### src/rtl/intc_pkg.sv
package intc_pkg;

  // Word offsets; software depends on these positions.
  localparam logic [31:0] W_NRM_STAT = 32'd0;
  localparam logic [31:0] W_RAW_A    = 32'd1;
  localparam logic [31:0] W_NRM_SET  = 32'd2;
  localparam logic [31:0] W_NRM_CLR  = 32'd3;
  localparam logic [31:0] W_SWI_SET  = 32'd4;
  localparam logic [31:0] W_SWI_CLR  = 32'd5;
  localparam logic [31:0] W_FST_STAT = 32'd8;
  localparam logic [31:0] W_RAW_B    = 32'd9;
  localparam logic [31:0] W_FST_SET  = 32'd10;
  localparam logic [31:0] W_FST_CLR  = 32'd11;

  typedef enum logic [3:0] {
    SEL_NRM_STAT,
    SEL_RAW,
    SEL_NRM_SET,
    SEL_NRM_CLR,
    SEL_SWI_SET,
    SEL_SWI_CLR,
    SEL_FST_STAT,
    SEL_FST_SET,
    SEL_FST_CLR,
    SEL_BAD
  } reg_sel_e;

  function automatic reg_sel_e decode_word(input logic [31:0] w);
    reg_sel_e s;
    case (w)
      W_NRM_STAT:       s = SEL_NRM_STAT;
      W_RAW_A, W_RAW_B: s = SEL_RAW;
      W_NRM_SET:        s = SEL_NRM_SET;
      W_NRM_CLR:        s = SEL_NRM_CLR;
      W_SWI_SET:        s = SEL_SWI_SET;
      W_SWI_CLR:        s = SEL_SWI_CLR;
      W_FST_STAT:       s = SEL_FST_STAT;
      W_FST_SET:        s = SEL_FST_SET;
      W_FST_CLR:        s = SEL_FST_CLR;
      default:          s = SEL_BAD;
    endcase
    return s;
  endfunction

endpackage

### src/rtl/intc_mask_reg.sv
// Enable mask with separate set-bits and clear-bits strobes.
module intc_mask_reg #(
  parameter int W = 32
) (
  input  logic         clk,
  input  logic         rst,
  input  logic         set_en,
  input  logic         clr_en,
  input  logic [W-1:0] bits,
  output logic [W-1:0] mask_q
);
  always_ff @(posedge clk) begin
    if (rst)         mask_q <= '0;
    else if (set_en) mask_q <= mask_q | bits;
    else if (clr_en) mask_q <= mask_q & ~bits;
  end
endmodule

### src/rtl/intc_swi_latch.sv
// Software interrupt latch, acted on only when data bit 0 is 1.
module intc_swi_latch (
  input  logic clk,
  input  logic rst,
  input  logic set_en,
  input  logic clr_en,
  input  logic bit0,
  output logic swi_q
);
  always_ff @(posedge clk) begin
    if (rst)                  swi_q <= 1'b0;
    else if (set_en && bit0)  swi_q <= 1'b1;
    else if (clr_en && bit0)  swi_q <= 1'b0;
  end
endmodule

### src/rtl/intc_out_reg.sv
// Registered OR-reduction of the masked levels for one request line.
module intc_out_reg #(
  parameter int W = 32
) (
  input  logic         clk,
  input  logic         rst,
  input  logic [W-1:0] raw,
  input  logic [W-1:0] mask,
  output logic         line_q
);
  always_ff @(posedge clk) begin
    if (rst) line_q <= 1'b0;
    else     line_q <= |(raw & mask);
  end
endmodule

### src/rtl/intc_readmux.sv
// Combinational read-data selection, zero-extended to the bus width.
module intc_readmux
  import intc_pkg::*;
#(
  parameter int NSRC = 32,
  parameter int DW   = 32
) (
  input  reg_sel_e        sel,
  input  logic [NSRC-1:0] raw,
  input  logic [NSRC-1:0] nrm_mask,
  input  logic [NSRC-1:0] fst_mask,
  output logic [DW-1:0]   rd
);
  logic [NSRC-1:0] view;

  always_comb begin
    case (sel)
      SEL_NRM_STAT: view = raw & nrm_mask;
      SEL_RAW:      view = raw;
      SEL_NRM_SET:  view = nrm_mask;
      SEL_SWI_SET:  view = {{(NSRC-1){1'b0}}, raw[0]};
      SEL_FST_STAT: view = raw & fst_mask;
      SEL_FST_SET:  view = fst_mask;
      default:      view = '0;
    endcase
    rd = '0;
    rd[NSRC-1:0] = view;
  end
endmodule

### src/rtl/dual_intc.sv
module dual_intc
  import intc_pkg::*;
#(
  parameter int NSRC = 32,
  parameter int DW   = 32,
  parameter int AW   = 6
) (
  input  logic            clk,
  input  logic            rst,
  input  logic [NSRC-1:0] src_lvl,
  input  logic            req_valid,
  input  logic            req_write,
  input  logic [AW-1:0]   req_addr,
  input  logic [DW-1:0]   req_wdata,
  output logic [DW-1:0]   rsp_rdata,
  output logic            rsp_err,
  output logic            irq_o,
  output logic            fiq_o
);
  localparam int NCH = 2;  // channel 0 = normal line, 1 = fast line

  reg_sel_e        sel;
  logic            wr;
  logic            swi_q;
  logic [NSRC-1:0] raw_lvl;
  logic [NSRC-1:0] irq_mask_w;
  logic [NSRC-1:0] fiq_mask_w;
  logic [NSRC-1:0] mask_arr [NCH];
  logic [NCH-1:0]  set_vec;
  logic [NCH-1:0]  clr_vec;
  logic [NCH-1:0]  line_vec;
  logic [DW-1:0]   rd_mux;
  logic [31:0]     addr_ext;

  always_comb begin
    addr_ext = '0;
    addr_ext[AW-1:0] = req_addr;
  end

  assign sel = decode_word(addr_ext);
  assign wr  = req_valid && req_write;

  assign set_vec[0] = wr && (sel == SEL_NRM_SET);
  assign clr_vec[0] = wr && (sel == SEL_NRM_CLR);
  assign set_vec[1] = wr && (sel == SEL_FST_SET);
  assign clr_vec[1] = wr && (sel == SEL_FST_CLR);

  intc_swi_latch u_swi (
    .clk    (clk),
    .rst    (rst),
    .set_en (wr && (sel == SEL_SWI_SET)),
    .clr_en (wr && (sel == SEL_SWI_CLR)),
    .bit0   (req_wdata[0]),
    .swi_q  (swi_q)
  );

  assign raw_lvl = src_lvl | {{(NSRC-1){1'b0}}, swi_q};

  for (genvar ch = 0; ch < NCH; ch++) begin : g_chan
    intc_mask_reg #(.W(NSRC)) u_mask (
      .clk    (clk),
      .rst    (rst),
      .set_en (set_vec[ch]),
      .clr_en (clr_vec[ch]),
      .bits   (req_wdata[NSRC-1:0]),
      .mask_q (mask_arr[ch])
    );
    intc_out_reg #(.W(NSRC)) u_out (
      .clk    (clk),
      .rst    (rst),
      .raw    (raw_lvl),
      .mask   (mask_arr[ch]),
      .line_q (line_vec[ch])
    );
  end

  assign irq_mask_w = mask_arr[0];
  assign fiq_mask_w = mask_arr[1];
  assign irq_o      = line_vec[0];
  assign fiq_o      = line_vec[1];

  intc_readmux #(.NSRC(NSRC), .DW(DW)) u_rd (
    .sel      (sel),
    .raw      (raw_lvl),
    .nrm_mask (irq_mask_w),
    .fst_mask (fiq_mask_w),
    .rd       (rd_mux)
  );

  always_ff @(posedge clk) begin
    if (rst) begin
      rsp_rdata <= '0;
      rsp_err   <= 1'b0;
    end else begin
      rsp_rdata <= (req_valid && !req_write) ? rd_mux : '0;
      rsp_err   <= req_valid && (sel == SEL_BAD);
    end
  end
endmodule

### config.mk
export PLATFORM = sky130hd
export DESIGN_NAME = dual_intc
export DESIGN_NICKNAME = d
export VERILOG_FILES = /design/src/rtl/intc_pkg.sv /design/src/rtl/intc_mask_reg.sv /design/src/rtl/intc_swi_latch.sv /design/src/rtl/intc_out_reg.sv /design/src/rtl/intc_readmux.sv /design/src/rtl/dual_intc.sv
export SDC_FILE = /design/constraint.sdc
export NUM_CORES = 1
export LEC_CHECK = 0
export BUFFER_PORTS_ARGS = -buffer_cell sky130_fd_sc_hd__buf_2
export CORE_AREA = 2 2 99 101
export CTS_BUF_LIST = sky130_fd_sc_hd__clkbuf_16
export DETAILED_ROUTE_END_ITERATION = 10
export DIE_AREA = 0 0 101 103
export GPL_ROUTABILITY_DRIVEN = 0
export HOLD_SLACK_MARGIN = 0.02
export PLACE_DENSITY = 0.75
export SLEW_MARGIN = 40
export SYNTH_ARGS = -nofsm -noshare
export SYNTH_HDL_FRONTEND = slang
export SYNTH_SLANG_ARGS = --single-unit
### constraint.sdc
create_clock -name clk -period 2.8 [get_ports clk]
set_input_delay 0.28 -clock clk [delete_from_list [all_inputs] [get_ports clk]]
set_output_delay 0.28 -clock clk [all_outputs]
set_load 0.02 [all_outputs]
* Word level (Yosys, flattened, before mapping)
Memories as Yosys holds them, arrays and structs flattened. Index checks and enable logic that the tools add are counted.
Operators by class: equal/unequal tests 9, bitwise gates (word level) 9, multiplexer cells 8, reduce and logical (&&, ||, !) cells 20
Operators by type and width (number):
- $pmux 32 s6 | 1
- $and 32x32->32 | 4
- $mux 32 | 4
- $or 32x32->32 | 2
- $reduce_or 32->1 | 2
- $not 32->32 | 1
- $or 32x1->32 | 1
- $logic_not 28->1 | 1
- $eq 4x3->1 const B | 4
- $logic_and 1x1->1 | 11
- $eq 4x2->1 const B | 2
- $eq 4x4->1 const B | 2
- $reduce_bool 2->1 | 3
- $eq 4x1->1 const B | 1
- $logic_not 4->1 | 1
- $mux 4 | 1
- $mux 1 | 2
- $reduce_or 2->1 | 1
- $logic_not 1->1 | 1
- $not 1->1 | 1
Word-level totals: register bits after elaboration 100, memories 1, ROM bits 64, input port bits 74, logic and storage cells 54, output and inout bits 35
Memory list:
- (name not given) | depth 16, width 4, rd ports 1, clocked after Yosys merged registers in 0, write ports 0, line intc_pkg.sv:30 | case (w)

* Depth between registers and ports, before layout
Gate-level depths: netlist of run 1.
word-level depth 7, mapped depth 9, mapped depth without buffers 7

* Modules after synthesis
A second synthesis of run 1 with hierarchy kept.
Second synthesis, totals: cells, all modules 616, area, all modules 5586.6 um^2
Modules (own cells, without submodules):
- intc_mask_reg (g_chan[0].u_mask) | area an instance 1413.9 um^2, seq. area each 640.6 um^2, cells each 137, times used 1
- intc_mask_reg (g_chan[1].u_mask) | area an instance 1410.1 um^2, seq. area each 640.6 um^2, cells each 137, times used 1
- intc_readmux | area an instance 1217.4 um^2, seq. area each 0.0 um^2, cells each 186, times used 1
- dual_intc | area an instance 1132.3 um^2, seq. area each 660.6 um^2, cells each 106, times used 1
- intc_out_reg | area an instance 185.2 um^2, seq. area each 20.0 um^2, cells each 23, times used 2
- intc_swi_latch | area an instance 42.5 um^2, seq. area each 20.0 um^2, cells each 4, times used 1

* Worst setup path before layout of run 1
Ideal clock, no wire load.
path kind input to register, from input req_addr[0], to register rsp_rdata[15], path buffers 1, arrival 2061 ps, setup time 67 ps, path slack 672 ps, data required time 2733 ps, stages on the path 8, path through inv_1 ha_1 o31ai_1 nand2_1 nor3_4 buf_6 a32oi_1 a21oi_2
Between the ends: cells in the longest elaborated chain, start to end 4, elaborated cells on any way between the ends 9, those cells by class eq/ne (5); mux (2); reduce/logical (1); memory (1)
Ends and longest elaborated chain:
- start: declaration | line dual_intc.sv:13 | input logic [AW-1:0] req_addr,
- $mem_v2 16x4 *
- $mux 4 * | line intc_pkg.sv:30
- $eq 4x3->1 (tied with other cells) | line intc_readmux.sv:17 | case (sel)
- $pmux 32 s6 * | line intc_readmux.sv:17
- end signal: assignment | line dual_intc.sv:95 | rsp_rdata <= (req_valid && !req_write) ? rd_mux : '0;
- end: declaration | line dual_intc.sv:15 | output logic [DW-1:0] rsp_rdata,
Mark *: on every way between the ends. The rest lies on a longest branch, timed or not. A chain may end at the register's enable or synchronous reset.

==> flow_metrics.tcl, run 1 <==
set metrics [dict create \
    crit_arrival_ps 2330 \
    dieWidth_um 101 \
    die_height_um 103 \
    syn_inst 593 \
    maxCapViolCount 0 \
    cts-htree-levels 3 \
    total_inserted_antenna_cells 0 \
    design.die.area_um2 10400 \
    ant_nets 0 \
    synth-async-reset-ratio 0 \
    yosys.area_share.simple 0.1959 \
    cts_max_path_buffers 2 \
    post_route_cells_drive_above_1_share 0.2185 \
    grt_util_all_layers 0.3190 \
    syn_nets 671 \
    cts.sink_count 100 \
    yosys-mux-area-fraction 0.05217 \
    ff2ff_path_depth 5 \
    final_area_um2 5952 \
    avgRoutedWirePerCell_um 20.53 \
    yosys-top-cells-area "sky130_fd_sc_hd__dfxtp_1 (40%), sky130_fd_sc_hd__nand2_1 (8.6%), sky130_fd_sc_hd__a32o_1 (6.4%)" \
    hold_path_depth 2 \
    design.core.area_um2 9459 \
    synth.top_cell.area_share 0.4013 \
    count_of_state_elements_after_synthesis 100 \
    insertion_delay_ps 350 \
    yosys_warnings 0 \
    post_cts.repair.setup_buffers 0 \
    max_clock_freq_ghz 0.4794 \
    numPortBuffers 108 \
    clockRootBuffer "sky130_fd_sc_hd__clkbuf_16" \
    cp_max_fo 20 \
    finalWorstPathRequiredPeriod_ps 2086 \
    fin_crit_sh 0.7449 \
    row_count 36 \
    worst-endpoint-required_ps 3050 \
    most-common-layout-cells "sky130_fd_sc_hd__nand2_1 (114), sky130_fd_sc_hd__buf_2 (108), sky130_fd_sc_hd__dfxtp_1 (100), sky130_fd_sc_hd__nor2_1 (44), sky130_fd_sc_hd__a32o_1 (32)" \
    drt-initial-drc-count 556 \
    post-synth-top-area-cell "sky130_fd_sc_hd__dfxtp_1" \
    layout_commonest_cell "sky130_fd_sc_hd__nand2_1" \
    io-pin-count 109 \
    slew_viols_final 0 \
    maximum_ir_drop_on_the_vdd_rail_mv 0.3051 \
    wirelength_um 16530 \
    ys_types 50 \
    synth_top_family_by_area "compound AO/OA/AOI/OAI gates" \
    drc_errors 0 \
    number_of_buffers_added_by_the_clock_tree_synthesis_step 9 \
    grt_overflow_total 0 \
    dpl-instance-area_um2 5655 \
    detail_route.first_pass.iterations 5 \
    clk_pin_slew_ps 70 \
    power_density_cells_nw_per_um2 495.9 \
    r2r_slack_ps 1130 \
    r2r_end "g_chan[0].u_out.line_q" \
    cts_hold_repair.buffers 0 \
    worst_pin_slew_ps 806.1 \
    leakage_nw 2.310 \
    synth-main-ff-cell "sky130_fd_sc_hd__dfxtp_1" \
    startpoint_of_the_lowest_slack_hold_path "req_wdata[10]" \
    grt_pass1_wl_um 25320 \
    initial_core_util 0.5274 \
    final_nets 764 \
    finalSetupViolCount 0 \
    synth_xor_xnor_area_share 0 \
    grt_max_degree 41 \
    tritoncts "yes" \
    grt_pass1_vias 4885 \
    antenna_found_initial 0 \
    avgSynthCellArea_um2 8.412 \
    synth_edf_count 0 \
    post_cts.resized_instances 0 \
    grt_setup_unrepaired "false" \
    final.hold.worst_slack_ps 160.1 \
    synth.yosys.seq_area_share 0.4013 \
    yosys.area_share.adder 0.01003 \
    fin_util 0.6292 \
    synth_area_um2 4989 \
    cp-start-kind "input port" \
    route.detailed.vias_per_inst 6.675 \
    setup.worst_path.end_class "flop" \
    worst_slew_margin_rel 0.4626 \
    setup_total_negative_slack_ps 0 \
    synth_compound_area_frac 0.2907 \
    finalHoldViolCount 0 \
    place_hpwl_um 11100 \
    fin_worst_skew_ps 3.678 \
    worst-setup-path-type "in2reg" \
    min_path_type "in2reg" \
    areaGrowthSynthToFinish_pct 19.31 \
    status "finished, final reports clean" \
    num_vias 5373 \
    cp-startpoint "req_addr[0]" \
]
kinds of logic after synthesis:
kind of cell    after synthesis
compound gates              186
fa+ha+maj                     4
buf+inv                      60
flops                       100
mux                          26
simple gates                217
final cells by class:
type,count,area (um^2)
fill,822,3507
multi-input combinational,433,2768
sequential,100,2002
timing repair buffer,130,705.7
clock buffer,9,225.2
tap,114,142.6
clock inverter,7,63.81
inverter,12,45.04
report_power, final:
group | internal [mW] | leakage, nW | switching, mW | total [mW]
logic | 0.0875 | 1.36 | 0.191 | 0.278
clock network | 0.689 | 0.143 | 0.558 | 1.25
registers | 1.42 | 0.805 | 0.00203 | 1.43
total | 2.20 | 2.31 | 0.751 | 2.95
cells in the mapped netlist (11+ instances only):
| master | count |
|---|---|
| sky130_fd_sc_hd__mux2i_1 | 26 |
| sky130_fd_sc_hd__nand2_1 | 114 |
| sky130_fd_sc_hd__inv_1 | 11 |
| sky130_fd_sc_hd__o2bb2ai_1 | 17 |
| sky130_fd_sc_hd__a32oi_1 | 18 |
| sky130_fd_sc_hd__nand4_1 | 23 |
| sky130_fd_sc_hd__a21oi_1 | 29 |
| sky130_fd_sc_hd__a31oi_1 | 20 |
| sky130_fd_sc_hd__clkbuf_1 | 33 |
| sky130_fd_sc_hd__dfxtp_1 | 100 |
| sky130_fd_sc_hd__buf_2 | 13 |
| sky130_fd_sc_hd__nor2_1 | 45 |
| sky130_fd_sc_hd__a32o_1 | 32 |
| sky130_fd_sc_hd__a22oi_1 | 13 |
layer usage:
metal	track usage	routed length, um	up-vias
met3	0.06441	1957	52
met4	0.1507	502	0
li1	-	-	2444
met1	0.4251	6500	2492
met2	0.4990	7564	385
met5	0	0	-
worst max-delay path, cell delays in order:
cell and delay (ps):
sky130_fd_sc_hd__buf_2 100, sky130_fd_sc_hd__inv_1 80, sky130_fd_sc_hd__ha_1 260, sky130_fd_sc_hd__nor3b_1 470, sky130_fd_sc_hd__o31ai_1 240, sky130_fd_sc_hd__nor4_4 220, sky130_fd_sc_hd__buf_4 320, sky130_fd_sc_hd__nand2_1 100
sky130_fd_sc_hd__a32o_1 260
worst min path at each step:
stage / slack [ps] / end
after detailed placement: 510 / rsp_rdata[19]
final: 160 / flop
after global routing: 160 / flop
after global placement: 500 / rsp_rdata[2]
after floorplan: 410 / flop
after CTS: 160 / flop
per-stage QoR:
step | power (mW) | std cells | worst slack [ps]
2_1_floorplan | 1.578 | 593 | 671.5
4_1_cts | 2.956 | 805 | 732.6
5_1_grt | 3.043 | 805 | 641.7
3_5_place_dp | 1.724 | 789 | 396.8
6_report | 2.952 | 805 | 714.3
3_3_place_gp | 1.720 | 789 | 285.2
Note: power is estimated with default switching activity, not from simulation.
==> inputs of run 2 (changes only) <==
==> constraint.sdc (replaced) <==
create_clock -name clk -period 2.2 [get_ports clk]
set_input_delay 0.22 -clock clk [delete_from_list [all_inputs] [get_ports clk]]
set_output_delay 0.22 -clock clk [all_outputs]
set_load 0.02 [all_outputs]
==> flow_metrics.tcl, run 2 (synthesis results as in run 1) <==
set metrics [dict create \
    die_height_um 103 \
    initial_core_util 0.5274 \
    slew_viols_final 0 \
    wirelength_um 16950 \
    num_vias 5544 \
    final.hold.worst_slack_ps 105.9 \
    design.die.area_um2 10400 \
    cts-htree-levels 3 \
    clock_network_power_share 0.419 \
    dieWidth_um 101 \
    finalSetupViolCount 0 \
    setup_ws_ps 313.6 \
    startpoint_of_the_lowest_slack_hold_path "req_wdata[20]" \
    grt_overflow_total 0 \
    clockRootBuffer "sky130_fd_sc_hd__clkbuf_16" \
    cts_hold_repair.buffers 0 \
    finalWorstPathRequiredPeriod_ps 1886 \
    drc_errors 0 \
    grt_max_degree 41 \
    power_density_cells_nw_per_um2 612.9 \
    areaGrowthSynthToFinish_pct 23.38 \
    fin_util 0.6507 \
    worst-setup-path-type "in2reg" \
    max_clock_freq_ghz 0.5301 \
    ff2ff_path_depth 5 \
    number_of_logic_stages_on_the_critical_path_including_buffering 9 \
    cts.sink_count 100 \
    fin_worst_skew_ps 6.933 \
    detail_route.first_pass.iterations 6 \
    final_nets 779 \
    finalHoldViolCount 0 \
    post_cts.repair.setup_buffers 0 \
    cp.buffers_inverters 3 \
    cp_cell_sequence "buf_2 -> inv_1 -> ha_1 -> nor3b_1 -> o31ai_1 -> nor4_4 -> buf_12 -> nand2_1 -> a32o_1" \
    totalPowerFinal_mw 3.772 \
    post_cts.resized_instances 0 \
    avgRoutedWirePerCell_um 20.69 \
    cp_max_fo 32 \
    worst_slew_margin_rel 0.5818 \
    switching_share 0.2516 \
    r2r_end "g_chan[0].u_out.line_q" \
    seq_power_share 0.481 \
    grt_setup_unrepaired "false" \
    timing.critical_path.slowest_cell_delay_ps 390 \
    insertion_delay_ps 350 \
    cts_max_path_buffers 2 \
    setup_total_negative_slack_ps 0 \
    switchingPower_mw 0.9491 \
    route.detailed.vias_per_inst 6.769 \
    tritoncts "yes" \
    maxCapViolCount 0 \
    grt_pass1_wl_um 26610 \
    internal_cell_power_mw 2.823 \
    r2r_slack_ps 450 \
    cp-start-kind "input port" \
    crit_arrival_ps 2120 \
    setup.worst_path.end_class "flop" \
    ant_nets 0 \
    hold_path_depth 2 \
    critPathTopFamily "simple AND/OR/NAND/NOR gates" \
    io-pin-count 109 \
    row_count 36 \
    antenna_found_initial 0 \
    place_hpwl_um 11670 \
    post_route_cells_drive_above_1_share 0.2355 \
    numPortBuffers 108 \
    drt-initial-drc-count 644 \
    grt_pass1_vias 5130 \
    fin_crit_sh 0.8575 \
    clk_pin_slew_ps 70 \
    leakage_nw 2.410 \
    min_path_type "in2reg" \
    status "finished, final reports clean" \
    pwr-share-comb 0.100 \
    most-common-layout-cells "sky130_fd_sc_hd__nand2_1 (114), sky130_fd_sc_hd__buf_2 (108), sky130_fd_sc_hd__dfxtp_1 (100), sky130_fd_sc_hd__nor2_1 (44), sky130_fd_sc_hd__a32o_1 (32)" \
    worst-endpoint-required_ps 2430 \
    number_of_buffers_added_by_the_clock_tree_synthesis_step 9 \
    design.core.area_um2 9459 \
    grt_util_all_layers 0.3306 \
    critical_path.slowest_cell "sky130_fd_sc_hd__nor3b_1" \
    num-fill-cells 808 \
    total_inserted_antenna_cells 0 \
    worst_pin_slew_ps 622.1 \
    place_worst_setup_slack_ps 12.53 \
    layout_commonest_cell "sky130_fd_sc_hd__nand2_1" \
    maximum_ir_drop_on_the_vdd_rail_mv 0.3211 \
]
[run 2: cell count changes in the layout (fill, tap and decap cells not counted)]
cell / change
sky130_fd_sc_hd__buf_12: +8
sky130_fd_sc_hd__buf_4: +7
sky130_fd_sc_hd__clkinv_1: -2
sky130_fd_sc_hd__inv_1: +1
sky130_fd_sc_hd__nor2_4: -1
sky130_fd_sc_hd__o21ai_2: +1
sky130_fd_sc_hd__o21ai_4: -1
sky130_fd_sc_hd__inv_6: -2
sky130_fd_sc_hd__clkinv_4: +2
sky130_fd_sc_hd__nor2_2: +1
sky130_fd_sc_hd__inv_8: +1
sky130_fd_sc_hd__clkinv_2: -1
[run 2: metrics by stage]
stage | cells | area (um^2)
after floorplan | 593 | 4989
after global placement | 804 | 5863
after detailed placement | 804 | 5863
after CTS | 819 | 6155
after global routing | 819 | 6155
final | 819 | 6155
[run 2: worst register-to-register path: stages (launching register included)]
cell and delay, ps:
sky130_fd_sc_hd__dfxtp_1 350, sky130_fd_sc_hd__a22o_1 260, sky130_fd_sc_hd__a221oi_1 350, sky130_fd_sc_hd__nand4_1 190, sky130_fd_sc_hd__nor3_1 320, sky130_fd_sc_hd__a21oi_1 140
[run 2: how the worst max path moves through the flow]
stage,endpoint,start
after global routing,flop,req_addr[0]
final,flop,req_addr[0]
after CTS,flop,req_addr[0]
after global placement,flop,req_addr[0]
after floorplan,rsp_rdata[15],req_addr[0]
after detailed placement,flop,req_addr[0]
[run 2: area by class of cell]
cell class | count | area, um^2 | area share
clock buffer | 9 | 225.2 | 0.03659
clock inverter | 6 | 66.31 | 0.01077
inverter | 12 | 45.04 | 0.007319
multi-input combinational | 433 | 2755 | 0.4477
sequential | 100 | 2002 | 0.3253
tap | 114 | 142.6 | 0.02318
timing repair buffer | 145 | 918.4 | 0.1492
[run 2: power groups by stage]
stage	registers (mW)	logic, mW	clock network, mW
CTS	1.82	0.366	1.60
global placement	1.86	0.356	0
finish	1.82	0.377	1.58
global route	1.82	0.400	1.66
floorplan	1.86	0.150	0
detailed placement	1.86	0.363	0
[run 2: per-layer routing]
metal	up-vias	global-route usage	routed length, um
li1	2472	-	-
met4	0	0.1497	642
met5	-	0	0
met1	2575	0.4431	6476
met3	70	0.06508	2062
met2	427	0.5190	7764
==> inputs of run 3 (changes only) <==
--- a/config.mk
+++ b/config.mk
@@ -6,13 +6,13 @@
 export NUM_CORES = 1
 export LEC_CHECK = 0
 export BUFFER_PORTS_ARGS = -buffer_cell sky130_fd_sc_hd__buf_2
-export CORE_AREA = 2 2 99 101
+export CORE_AREA = 2 2 132 134
 export CTS_BUF_LIST = sky130_fd_sc_hd__clkbuf_16
 export DETAILED_ROUTE_END_ITERATION = 10
-export DIE_AREA = 0 0 101 103
+export DIE_AREA = 0 0 134 136
 export GPL_ROUTABILITY_DRIVEN = 0
 export HOLD_SLACK_MARGIN = 0.02
-export PLACE_DENSITY = 0.75
+export PLACE_DENSITY = 0.45
 export SLEW_MARGIN = 40
 export SYNTH_ARGS = -nofsm -noshare
 export SYNTH_HDL_FRONTEND = slang
==> flow_metrics.tcl, run 3 (synthesis results as in run 1) <==
set metrics [dict create \
    clockRootBuffer "sky130_fd_sc_hd__clkbuf_16" \
    antenna_found_initial 0 \
    min_path_type "in2reg" \
    row_count 48 \
    detail_route.first_pass.iterations 6 \
    worst-setup-path-type "in2reg" \
    final_nets 781 \
    num-fill-cells 1774 \
    cp_max_fo 9 \
    worst_pin_slew_ps 635.9 \
    design.die.area_um2 18220 \
    power_density_cells_nw_per_um2 590.6 \
    post_cts.resized_instances 0 \
    worst_slew_margin_rel 0.5722 \
    die_height_um 136 \
    place_worst_setup_slack_ps -33.18 \
    insertion_delay_ps 360 \
    setup.worst_path.end_class "flop" \
    post_route_cells_drive_above_1_share 0.2373 \
    most-common-layout-cells "sky130_fd_sc_hd__nand2_1 (114), sky130_fd_sc_hd__buf_2 (108), sky130_fd_sc_hd__dfxtp_1 (100), sky130_fd_sc_hd__nor2_1 (44), sky130_fd_sc_hd__a32o_1 (32)" \
    leakage_nw 2.421 \
    grt_pass1_wl_um 29900 \
    cp-start-kind "input port" \
    finalSetupViolCount 0 \
    fin_util 0.3746 \
    status "finished, final reports clean" \
    post_cts.repair.setup_buffers 0 \
    dieWidth_um 134 \
    slew_viols_final 0 \
    fin_worst_skew_ps 9.626 \
    ant_nets 0 \
    crit_arrival_ps 2170 \
    totalPowerFinal_mw 3.734 \
    grt_util_all_layers 0.2166 \
    tritoncts "yes" \
    ff2ff_path_depth 5 \
    seq_area_um2 2002 \
    grt_pass1_vias 5037 \
    grt_overflow_total 0 \
    areaGrowthSynthToFinish_pct 26.74 \
    r2r_slack_ps 380 \
    maximum_ir_drop_on_the_vdd_rail_mv 0.3641 \
    wirelength_um 19610 \
    setup_total_negative_slack_ps 0 \
    r2r_end "g_chan[0].u_out.line_q" \
    setup_ws_ps 300.8 \
    number_of_buffers_added_by_the_clock_tree_synthesis_step 9 \
    drc_errors 0 \
    num_vias 5231 \
    multi_input_area_um2 2755 \
    cts_max_path_buffers 2 \
    fin_crit_sh 0.8633 \
    startpoint_of_the_lowest_slack_hold_path "req_wdata[28]" \
    route.detailed.vias_per_inst 5.607 \
    worst-endpoint-required_ps 2470 \
    hold_path_depth 2 \
    finalHoldViolCount 0 \
    io-pin-count 109 \
    total_inserted_antenna_cells 0 \
    place_hpwl_um 13480 \
    max_clock_freq_ghz 0.5265 \
    drt-initial-drc-count 503 \
    design.core.area_um2 16880 \
    cts_hold_repair.buffers 0 \
    avgRoutedWirePerCell_um 21.01 \
    cts.sink_count 100 \
    initial_core_util 0.2956 \
    numPortBuffers 108 \
    cts-htree-levels 3 \
    finalWorstPathRequiredPeriod_ps 1899 \
    layout_commonest_cell "sky130_fd_sc_hd__nand2_1" \
    maxCapViolCount 0 \
    grt_setup_unrepaired "false" \
    clk_pin_slew_ps 70 \
    grt_max_degree 41 \
]
-- run 3: cell types whose count changed in the layout (fill, tap and decap cells not counted), sizes merged --
| cell | previous run | this run |
|---|---|---|
| clkinv | 4 | 5 |
| inv | 13 | 14 |
| buf | 145 | 147 |
| bufinv | 1 | 0 |
-- run 3: worst max path at each step --
stage                startpoint            end  depth (start not counted)
detailed placement  req_addr[0]   rsp_rdata[3]                          9
floorplan           req_addr[0]  rsp_rdata[15]                          8
global route        req_addr[0]  rsp_rdata[16]                          9
global placement    req_addr[0]   rsp_rdata[3]                          9
finish              req_addr[0]   rsp_rdata[3]                          9
CTS                 req_addr[0]   rsp_rdata[3]                          9
-- run 3: where the power goes --
| group | leakage, nW | switching [mW] | internal, mW | total, mW |
|---|---|---|---|---|
| registers | 0.805 | 0.00249 | 1.81 | 1.81 |
| logic | 1.48 | 0.262 | 0.140 | 0.402 |
| clock network | 0.136 | 0.752 | 0.766 | 1.52 |
-- run 3: per-stage QoR --
| stage | instance area [um^2] | hold WS (ps) | std cells |
|---|---|---|---|
| 2_1_floorplan | 4989 | 345.8 | 593 |
| 3_3_place_gp | 6055 | 463.1 | 917 |
| 3_5_place_dp | 6055 | 465.0 | 917 |
| 4_1_cts | 6322 | 92.66 | 933 |
| 5_1_grt | 6322 | 102.2 | 933 |
| 6_report | 6322 | 103.4 | 933 |
-- run 3: layer usage --
metal / routed length, um / part of all wire / GRT usage / vias up
met4: 338 / 0.017 / 0.08156 / 0
met3: 1308 / 0.067 / 0.03617 / 23
li1: - / - / - / 2481
met2: 9011 / 0.46 / 0.3442 / 210
met1: 8946 / 0.46 / 0.2949 / 2517
met5: 0 / 0 / 0 / -
-- run 3: worst max-delay path, stage by stage --
cell	delay [ps]
sky130_fd_sc_hd__buf_2	110
sky130_fd_sc_hd__inv_1	70
sky130_fd_sc_hd__ha_1	260
sky130_fd_sc_hd__nor4b_1	460
sky130_fd_sc_hd__buf_4	190
sky130_fd_sc_hd__o21ai_0	110
sky130_fd_sc_hd__a31o_2	320
sky130_fd_sc_hd__buf_4	180
sky130_fd_sc_hd__nor3_1	230
-- run 3: final cells by class --
type                            count  share of cell area
Inverter                           12            0.007124
Multi-Input combinational cell    433              0.4358
Tap cell                          225             0.04453
Timing Repair Buffer              147              0.1536
Clock inverter                      7            0.006729
Clock buffer                        9             0.03562
Sequential cell                   100              0.3166
